[src/rtl/sermem_pkg.sv]
package sermem_pkg;
    typedef enum logic [3:0] {
        ST_IDLE, ST_OPC, ST_AHI, ST_ALO, ST_READ,
        ST_STAT, ST_WDAT, ST_SDAT, ST_SKIP
    } st_e;

    localparam logic [7:0] OP_WEN   = 8'h06;
    localparam logic [7:0] OP_WDIS  = 8'h04;
    localparam logic [7:0] OP_RSTAT = 8'h05;
    localparam logic [7:0] OP_WSTAT = 8'h01;
    localparam logic [7:0] OP_RD    = 8'h03;
    localparam logic [7:0] OP_WR    = 8'h02;
endpackage

[src/rtl/sermem_sync.sv]
module sermem_sync #(
    parameter int W = 1,
    parameter logic [W-1:0] RV = '0
) (
    input  logic         clk,
    input  logic         rst_n,
    input  logic [W-1:0] d,
    output logic [W-1:0] q,
    output logic [W-1:0] q_d
);
    logic [W-1:0] s1;

    for (genvar g = 0; g < W; g++) begin : g_bit
        always_ff @(posedge clk or negedge rst_n) begin
            if (!rst_n) begin
                s1[g]  <= RV[g];
                q[g]   <= RV[g];
                q_d[g] <= RV[g];
            end else begin
                s1[g]  <= d[g];
                q[g]   <= s1[g];
                q_d[g] <= q[g];
            end
        end
    end
endmodule

[src/rtl/sermem_bitrx.sv]
module sermem_bitrx (
    input  logic       clk,
    input  logic       rst_n,
    input  logic       restart,
    input  logic       step,
    input  logic       din,
    output logic       byte_done,
    output logic [7:0] byte_val,
    output logic [2:0] bitcnt
);
    logic [6:0] sh;

    always_ff @(posedge clk or negedge rst_n) begin
        if (!rst_n) begin
            sh     <= '0;
            bitcnt <= '0;
        end else if (restart) begin
            bitcnt <= '0;
        end else if (step) begin
            sh     <= {sh[5:0], din};
            bitcnt <= bitcnt + 3'd1;
        end
    end

    assign byte_done = step && !restart && (bitcnt == 3'd7);
    assign byte_val  = {sh, din};
endmodule

[src/rtl/sermem_bittx.sv]
module sermem_bittx (
    input  logic       clk,
    input  logic       rst_n,
    input  logic       clear,
    input  logic       load,
    input  logic [7:0] ld_val,
    input  logic       shift,
    output logic       so,
    output logic       on
);
    logic [7:0] obyte;

    always_ff @(posedge clk or negedge rst_n) begin
        if (!rst_n) begin
            obyte <= '0;
            so    <= 1'b0;
            on    <= 1'b0;
        end else if (clear) begin
            on <= 1'b0;
        end else if (load) begin
            obyte <= ld_val;
        end else if (shift) begin
            so    <= obyte[7];
            obyte <= {obyte[6:0], 1'b0};
            on    <= 1'b1;
        end
    end
endmodule

[src/rtl/sermem_front.sv]
module sermem_front
    import sermem_pkg::*;
#(
    parameter int AW = 13
) (
    input  logic          clk,
    input  logic          rst_n,
    input  logic          cs_n_pin,
    input  logic          sck_pin,
    input  logic          si_pin,
    input  logic          hold_n_pin,
    output logic          so_data,
    output logic          so_oe,
    output logic          mem_rd_en,
    output logic [AW-1:0] mem_rd_addr,
    input  logic [7:0]    mem_rd_data,
    input  logic [7:0]    stat_in,
    output logic          wen_set,
    output logic          wen_clr,
    output logic          stat_wr_valid,
    output logic [7:0]    stat_wr_data,
    output logic          wr_addr_valid,
    output logic [AW-1:0] wr_addr,
    output logic          wr_data_valid,
    output logic [7:0]    wr_data,
    output logic          xfer_end
);
    localparam int HW = AW - 8;

    logic [3:0] pin_s, pin_d;
    logic cs_s, cs_d, sck_s, sck_d, si_s, hold_s;
    logic held, busy, act, step, sck_fall;
    logic byte_done, rd_pend, is_rd, tx_on, tx_load, stat_load;
    logic [7:0] byte_val, ld_val;
    logic [2:0] bitcnt;
    logic [HW-1:0] addr_hi;
    logic [AW-1:0] full_addr;
    st_e st, st_nx;

    sermem_sync #(.W(4), .RV(4'b1001)) i_sync (
        .clk(clk), .rst_n(rst_n),
        .d({hold_n_pin, si_pin, sck_pin, cs_n_pin}),
        .q(pin_s), .q_d(pin_d)
    );

    assign cs_s   = pin_s[0];
    assign cs_d   = pin_d[0];
    assign sck_s  = pin_s[1];
    assign sck_d  = pin_d[1];
    assign si_s   = pin_s[2];
    assign hold_s = pin_s[3];

    assign held     = !hold_s && !cs_s;
    assign busy     = stat_in[0];
    assign act      = !cs_s && !held && (st != ST_IDLE);
    assign step     = sck_s && !sck_d && act;
    assign sck_fall = !sck_s && sck_d;

    sermem_bitrx i_rx (
        .clk(clk), .rst_n(rst_n), .restart(cs_s), .step(step), .din(si_s),
        .byte_done(byte_done), .byte_val(byte_val), .bitcnt(bitcnt)
    );

    assign stat_load = byte_done &&
        ((st == ST_OPC && !busy && byte_val == OP_RSTAT) ||
         (st == ST_OPC && busy && byte_val == OP_RSTAT) ||
         (st == ST_STAT));
    assign tx_load = rd_pend || stat_load;
    assign ld_val  = rd_pend ? mem_rd_data : stat_in;

    sermem_bittx i_tx (
        .clk(clk), .rst_n(rst_n), .clear(cs_s), .load(tx_load), .ld_val(ld_val),
        .shift(sck_fall && act && (st == ST_READ || st == ST_STAT)),
        .so(so_data), .on(tx_on)
    );

    assign so_oe     = tx_on && !held && !cs_s;
    assign full_addr = {addr_hi, byte_val};

    // next state
    always_comb begin
        st_nx = st;
        if (cs_s) begin
            st_nx = ST_IDLE;
        end else if (st == ST_IDLE) begin
            if (cs_d) st_nx = ST_OPC;
        end else if (byte_done) begin
            unique case (st)
                ST_OPC: begin
                    if (busy && byte_val != OP_RSTAT) st_nx = ST_SKIP;
                    else if (byte_val == OP_RSTAT) st_nx = ST_STAT;
                    else if (byte_val == OP_WSTAT) st_nx = ST_SDAT;
                    else if (byte_val == OP_RD || byte_val == OP_WR) st_nx = ST_AHI;
                    else st_nx = ST_SKIP;
                end
                ST_AHI:  st_nx = ST_ALO;
                ST_ALO:  st_nx = is_rd ? ST_READ : ST_WDAT;
                ST_SDAT: st_nx = ST_SKIP;
                ST_IDLE, ST_READ, ST_STAT, ST_WDAT, ST_SKIP: st_nx = st;
                default: st_nx = ST_SKIP;
            endcase
        end
    end

    // state register
    always_ff @(posedge clk or negedge rst_n) begin
        if (!rst_n) st <= ST_IDLE;
        else        st <= st_nx;
    end

    // outputs
    always_ff @(posedge clk or negedge rst_n) begin
        if (!rst_n) begin
            wen_set <= 1'b0; wen_clr <= 1'b0;
            stat_wr_valid <= 1'b0; stat_wr_data <= '0;
            wr_addr_valid <= 1'b0; wr_addr <= '0;
            wr_data_valid <= 1'b0; wr_data <= '0;
            mem_rd_en <= 1'b0; mem_rd_addr <= '0;
            rd_pend <= 1'b0; is_rd <= 1'b0; addr_hi <= '0;
            xfer_end <= 1'b0;
        end else begin
            wen_set       <= 1'b0;
            wen_clr       <= 1'b0;
            stat_wr_valid <= 1'b0;
            wr_addr_valid <= 1'b0;
            wr_data_valid <= 1'b0;
            mem_rd_en     <= 1'b0;
            rd_pend       <= mem_rd_en;
            xfer_end      <= cs_s && !cs_d;
            if (byte_done) begin
                unique case (st)
                    ST_OPC: begin
                        is_rd   <= (byte_val == OP_RD);
                        wen_set <= !busy && byte_val == OP_WEN;
                        wen_clr <= !busy && byte_val == OP_WDIS;
                    end
                    ST_AHI: addr_hi <= byte_val[HW-1:0];
                    ST_ALO: begin
                        if (is_rd) begin
                            mem_rd_en   <= 1'b1;
                            mem_rd_addr <= full_addr;
                        end else begin
                            wr_addr_valid <= 1'b1;
                            wr_addr       <= full_addr;
                        end
                    end
                    ST_READ: begin
                        mem_rd_en   <= 1'b1;
                        mem_rd_addr <= mem_rd_addr + AW'(1);
                    end
                    ST_WDAT: begin
                        wr_data_valid <= 1'b1;
                        wr_data       <= byte_val;
                    end
                    ST_SDAT: begin
                        stat_wr_valid <= 1'b1;
                        stat_wr_data  <= byte_val;
                    end
                    ST_IDLE, ST_STAT, ST_SKIP: ;
                    default: ;
                endcase
            end
        end
    end

    // chip select high releases the output on the next cycle
    p_oe_off_cs_r3: assert property (@(posedge clk) disable iff (!rst_n)
        cs_s |=> !so_oe);

    // a pause keeps the bit position
    p_hold_keeps_bit_r11: assert property (@(posedge clk) disable iff (!rst_n)
        (held && $past(held)) |-> (bitcnt == $past(bitcnt)));

    // strobes never overlap
    p_strobe_excl_r2: assert property (@(posedge clk) disable iff (!rst_n)
        $onehot0({wen_set, wen_clr, stat_wr_valid, wr_addr_valid, wr_data_valid}));

    // a busy opcode other than the status read leads to SKIP
    p_busy_skip_r9: assert property (@(posedge clk) disable iff (!rst_n)
        (byte_done && st == ST_OPC && busy && byte_val != OP_RSTAT)
            |=> (st == ST_SKIP || st == ST_IDLE));

    // SO only moves after a falling SCK edge
    p_so_on_fall_r1: assert property (@(posedge clk) disable iff (!rst_n)
        !sck_fall |=> $stable(so_data));
endmodule

[config.mk]
export PLATFORM = sky130hd
export DESIGN_NAME = sermem_front
export DESIGN_NICKNAME = d
export VERILOG_FILES = /design/src/rtl/sermem_pkg.sv /design/src/rtl/sermem_sync.sv /design/src/rtl/sermem_bitrx.sv /design/src/rtl/sermem_bittx.sv /design/src/rtl/sermem_front.sv
export SDC_FILE = /design/constraint.sdc
export NUM_CORES = 1
export LEC_CHECK = 0
export BUFFER_PORTS_ARGS = -buffer_cell sky130_fd_sc_hd__buf_2
export CAP_MARGIN = 5
export CELL_PAD_IN_SITES_DETAIL_PLACEMENT = 0
export CELL_PAD_IN_SITES_GLOBAL_PLACEMENT = 1
export CORE_ASPECT_RATIO = 0.75
export CORE_MARGIN = 2
export CORE_UTILIZATION = 47
export CTS_CLUSTER_DIAMETER = 60
export DETAILED_ROUTE_END_ITERATION = 6
export PLACE_DENSITY = 0.8
export SLEW_MARGIN = 40
export SYNTH_ARGS = -nofsm -noshare
export SYNTH_HDL_FRONTEND = slang
export SYNTH_SLANG_ARGS = --single-unit
[constraint.sdc]
create_clock -name clk -period 5.1 [get_ports clk]
set_clock_uncertainty 0.1 [all_clocks]
set_input_delay 0.51 -clock clk [delete_from_list [all_inputs] [get_ports clk]]
set_output_delay 0.51 -clock clk [all_outputs]
set_load 0.01 [all_outputs]
After elaboration in Yosys (flattened, before gate mapping)

Cells that the tools add are included.
Widths: inputs -> output; s select.

Bitwise logic cells: 3
Eq/ne operators: 20
Multiplexer cells: 34
Add/sub/neg operators: 2
Reduce and logical (&&, ||, !) cells: 52

Operators with widths:

| operator              | count |
|---|---|
| $mux 4                | 8 |
| $pmux 13 s2           | 1 |
| $eq 8x3->1 const B    | 3 |
| $mux 8                | 3 |
| $logic_and 1x1->1     | 21 |
| $eq 4x3->1 const B    | 4 |
| $eq 8x2->1 const B    | 2 |
| $mux 1                | 16 |
| $pmux 4 s4            | 1 |
| $reduce_and 2->1      | 7 |
| $add 13x1->13 const B | 1 |
| $mux 13               | 1 |
| $reduce_and 3->1      | 4 |
| $eq 4x2->1 const B    | 2 |
| $eq 8x1->1 const B    | 1 |
| $ne 8x3->1 const B    | 1 |
| $reduce_bool 2->1     | 4 |
| $logic_not 1->1       | 7 |
| $mux 3                | 2 |
| $logic_or 1x1->1      | 5 |
| $reduce_or 5->1       | 1 |
| $eq 4x1->1 const B    | 1 |
| $eq 4x4->1 const B    | 1 |
| $logic_not 4->1       | 1 |
| 10 further kinds      | 13 |

Logic and storage cells: 141
Flip-flop bits (word level): 90
Input bits: 22
Output and inout port bits: 51

Depth between registers and ports, before layout

Depth after elaboration: 12
Mapped depth: 6
Gate-level depth less buffers: 6

By module

From an unflattened synthesis, not the netlist that was laid out.

Cell total of the unflattened synthesis: 351
Area, all modules: 4190.3 um2

Modules (own cells, without submodules):

| module       | seq. area each (um2) | area each (um2) | cells an instance | times used |
|---|---|---|---|---|
| sermem_front | 1501.4               | 2954.1          | 265               | 1 |
| sermem_bitrx | 250.2                | 464.2           | 29                | 1 |
| sermem_bittx | 250.2                | 464.2           | 45                | 1 |
| sermem_sync  | 307.8                | 307.8           | 12                | 1 |

Least setup slack after synthesis

No wires, ideal clock.

Kind: register to register
From: register i_sync.q[3]
To: register i_rx.sh[0]
Clock period less this slack: 1.820 ns
Buffers on the path: 1
Arrival time: 1.595 ns
Required time: 4.875 ns
Setup time: 0.125 ns
Slack: 3.280 ns
Cell stages (with the launch flop): 5
Cells stage by stage: dfstp_2 and4bb_1 a21boi_2 buf_2 mux2_2

Longest elaborated chain between the ends: 7

RTL lines:

| item                            | line               | RTL |
|---|---|---|
| start, declared                 | sermem_sync.sv:8   | `output logic [W-1:0] q,` |
| start signal, assigned by index | sermem_sync.sv:17  | `q[g] <= RV[g];` |
| start signal, assigned by index | sermem_sync.sv:21  | `q[g] <= s1[g];` |
| $logic_not 1->1                 | sermem_front.sv:53 | `assign held = !hold_s && !cs_s;` |
| $logic_and 1x1->1               | sermem_front.sv:53 |  |
| $logic_not 1->1                 | sermem_front.sv:55 | `assign act = !cs_s && !held && (st != ST_IDLE);` |
| $logic_and 1x1->1 (2 in a row)  | sermem_front.sv:55 |  |
| $logic_and 1x1->1               | sermem_front.sv:56 | `assign step = sck_s && !sck_d && act;` |
| $reduce_and 2->1 (no line)      | --                 |  |
| end signal, assigned            | sermem_bitrx.sv:20 | `sh <= {sh[5:0], din};` |
| end, declared                   | sermem_bitrx.sv:11 | `logic [6:0] sh;` |

No other way between the ends.
A chain may end at the register's enable or synchronous reset.

Worst setup path after layout

From: register i_rx.bitcnt[0]
To: register mem_rd_addr[0]

Longest elaborated chain between the ends: 3

RTL lines:

| item                       | line                | RTL |
|---|---|---|
| start, declared            | sermem_bitrx.sv:9   | `output logic [2:0] bitcnt` |
| start signal, assigned     | sermem_bitrx.sv:21  | `bitcnt <= bitcnt + 3'd1;` |
| $eq 3x3->1                 | sermem_bitrx.sv:25  | `assign byte_done = step && !restart && (bitcnt == 3'd7);` |
| $logic_and 1x1->1          | sermem_bitrx.sv:25  |  |
| $reduce_and 3->1 (no line) | --                  |  |
| end signal, assigned       | sermem_front.sv:141 | `mem_rd_addr <= full_addr;` |
| end signal, assigned       | sermem_front.sv:149 | `mem_rd_addr <= mem_rd_addr + AW'(1);` |
| end, declared              | sermem_front.sv:15  | `output logic [AW-1:0] mem_rd_addr,` |

No other way between the ends.

==> run_results.csv <==
group,metric,value,unit
min_path,hp-class,"in2reg",
pwr,p_leak,2.43,nW
finish,seqCellArea,2260,um^2
finish,final_common_cell,"dfrtp_1",
synthesis,synth_area_per_cell,12.1,um^2
critical_path,path_max_fanout,16,
critical_path,cp-startpoint,"i_rx.bitcnt[0]",
finish,fillers,743,
floorplan,top_level_ports,73,
drt,firstDrtPassIters,4,
floorplan,die_w,112,um
pwr,comb_power_share,11.7,%
timing,post-route-period-util,43.8,%
cts,tritoncts,"built",
pwr,power.total,1.73,mW
floorplan,core_area,8450,um^2
drt,drc,0,
synthesis,ys_ff_latch,90,
critical_path,crit_path_start_kind,"register",
critical_path,r2r_start,"i_rx.bitcnt[0]",
placement,io_buffers,72,
min_path,hp-start,"hold_n_pin",
min_path,hold_end,"i_sync.s1[3]",
global_route,grt_overflow_total,0,
finish,fin_nets,429,
pwr,switchingPower,453,uW
status,status,"complete, no violations",
global_route,grt_util_met2,27.5,%
synthesis,ys_warn_count,0,
cts,cts_root_buf,"clkbuf_16",
drt,ant_nets,0,
finish,synthToLayoutAreaGrowth,19.0,%
critical_path,timing.rr.end,"mem_rd_addr[0]",
cts,h-tree-depth,3,
timing,max_slew_margin,52.5,%
global_route,grt_use_met3,6.86,%
global_route,top_usage_layer,"met1",
synthesis,yosysSeqAreaShare,55.3,%
cts,clkTransAtPathRegs,0.06,ns
cts,cts_max_path_buffers,2,
cts,cts_resized,0,
min_path,hold_depth,1,
critical_path,arrival,2.40,ns
global_route,first_global_vias,2852,
critical_path,slowest_delay,0.50,ns
finish,n_antenna_cell,0,
global_route,use_met1,28.3,%
pwr,clkPwrFrac,41.1,%
critical_path,end_kind,"register",
synthesis,syn-num-nets,363,
synthesis,async_flop_share,100,%
synthesis,ys_types,53,
drt,wire_per_inst,16.6,um
global_route,grtUsageTotal,19.4,%
cts,cts_setup_buffers,0,
critical_path,crit_type,"reg2reg",
floorplan,start_util,48.3,%
finish,multi_input_area,1710,um^2
drt,vias_per_cell,5.64,
floorplan,die_h,84.7,um
pwr,p_sw_share,26.2,%
finish,layout_common_cells,"dfrtp_1 (85), buf_2 (71), mux2_2 (44)",
timing,final-max-slew-violation-count,0,
synthesis,synth_edf_count,0,
pwr,p_seq_share,47.2,%
critical_path,reg2reg_depth,6,
timing,rsz0062_at_grt,"no",
cts,cts.sinks,90,
global_route,grt_pass1_wl,14.6,mm
synthesis,synthTopCellsByArea,"dfrtp_1 (52%), mux2_2 (12%), dfstp_2 (3.2%)",
timing,finalHoldViolations,0,
synthesis,synth_area,4090,um^2
floorplan,die_area,9460,um^2
synthesis,synth_top_area_cell,"dfrtp_1",
timing,setup_viol,0,
cts,clkLatencyLatePin,0.34,ns
finish,layout-drive-gt1-share,37.2,%
run,drv_cap,0,
placement,gp_congestion,0.942,
floorplan,rows,29,
placement,hpwl,5.82,mm
synthesis,syn_inst,338,
critical_path,crit_required,5.26,ns
timing,fmax,447,MHz
pwr,irDropWorstVdd,0.207,mV
pwr,powerDensity,356,nW/um^2
global_route,grt_max_degree,77,
drt,num_vias,2915,
timing,min_period,2.24,ns
critical_path,crit_chain,"ha_1 > ha_1 > o2111ai_2 > inv_1 > o21ai_0 > o21ai_0",
global_route,grt_antenna_before_repair,0,
pwr,p_int,1.28,mW
synthesis,synth_flop_cell,"dfrtp_1",
timing,worst_pin_slew,0.708,ns
drt,drt_wl_total,8.60,mm
synthesis,synth_top_area_share,52.1,%
cts,numCtsBuffers,9,
timing,final.setup.tns,0,ns
drt,drtIter0Drc,175,
critical_path,crit_slowest_cell,"inv_1",
critical_path,rrSetupSlack,2.86,ns
routing by layer:
layer / vias to the layer above / share of wire [%]
met5: - / 0
met4: 0 / 0.66
met3: 5 / 7.3
met2: 81 / 44
met1: 1447 / 48
li1: 1382 / -
worst max-delay path by stage:
stage | endpoint | slack [ns]
floorplan | i_rx.sh[0] | 3.28
global placement | mem_rd_addr[2] | 2.60
detailed placement | mem_rd_addr[0] | 2.87
CTS | mem_rd_addr[0] | 2.86
global route | mem_rd_addr[0] | 2.64
finish | mem_rd_addr[0] | 2.86
synth_stat cells (2+ instances only):
master     count
mux2_2        44
nor2_1        13
o22ai_1        8
o21ai_0       10
clkbuf_1       9
nand2b_1       2
mux2i_1        9
a221o_1        7
and4b_1        2
a21oi_1       18
nand3_2        2
inv_1         10
nand2_1       18
and3_1         3
ha_1           3
and2_1        11
nand3_1       10
nand4_1       11
dfstp_2        5
o2111ai_1      2
dfrtp_1       85
buf_2          9
o31ai_1        3
and4_1         2
a2bb2oi_1      8
nor3b_1        2
nor2b_1        5
or3_1          2
flip-flops by register name, summed over array words and instances, names as in the netlist, 2 cells and up:
signal	count
i_sync.q	4
wr_addr	13
i_sync.s1	4
stat_wr_data	8
wr_data	8
i_sync.q_d	2
i_tx.obyte	8
st	4
addr_hi	5
mem_rd_addr	13
i_rx.sh	7
i_rx.bitcnt	3
metrics by stage:
step	area [um^2]	util (%)	std cells	worst slack (ns)	hold slack [ns]
floorplan	4090	-	338	3.28	0.114
global placement	4520	53.4	500	2.60	0.235
detailed placement	4530	53.5	500	2.87	0.239
CTS	4860	57.5	517	2.86	0.157
global route	4860	57.5	517	2.64	0.147
finish	4860	57.5	517	2.86	0.164
cell type report:
cell class                 count  area share, %
inverter                      10          0.772
clock buffer                  12           5.07
multi-input combinational    218           35.3
timing repair buffer          75           8.06
clock inverter                 4           1.57
sequential                    90           46.5
tap                          108           2.78
critical path, delay by kind of cell, from the launching register on:
family,cells,cell delay (ns)
AO/OA/AOI/OAI,3,0.70
buffers and inverters,1,0.50
adder cells (fa/ha/maj),2,0.48
flip-flops,1,0.38
kinds of logic (layout without fill, tap and decap cells):
kind of cell | Yosys count | count (layout) | share of synthesized area, %
multiplexers | 53 | 53 | 14.3
flip-flops | 90 | 90 | 55.3
buffers and inverters | 30 | 101 | 3.12
AND/OR/NAND/NOR | 97 | 97 | 15.4
adder cells (fa/ha/maj) | 3 | 3 | 0.919
AO/OA/AOI/OAI | 65 | 65 | 10.9
power groups by stage:
stage	combinational (mW)	sequential [mW]	clock (mW)
final	0.203	0.816	0.711
after global routing	0.222	0.828	0.753
after CTS	0.202	0.817	0.723
after detailed placement	0.199	0.830	0
after global placement	0.201	0.828	0
after floorplan	0.177	0.779	0
what timing repair did:
action                                  in CTS  in global routing
endpoints found under the setup margin       0                  0
endpoints found under the hold margin       14                  0
hold buffers                                 1                  0
Power figures use the tool's default switching activity.
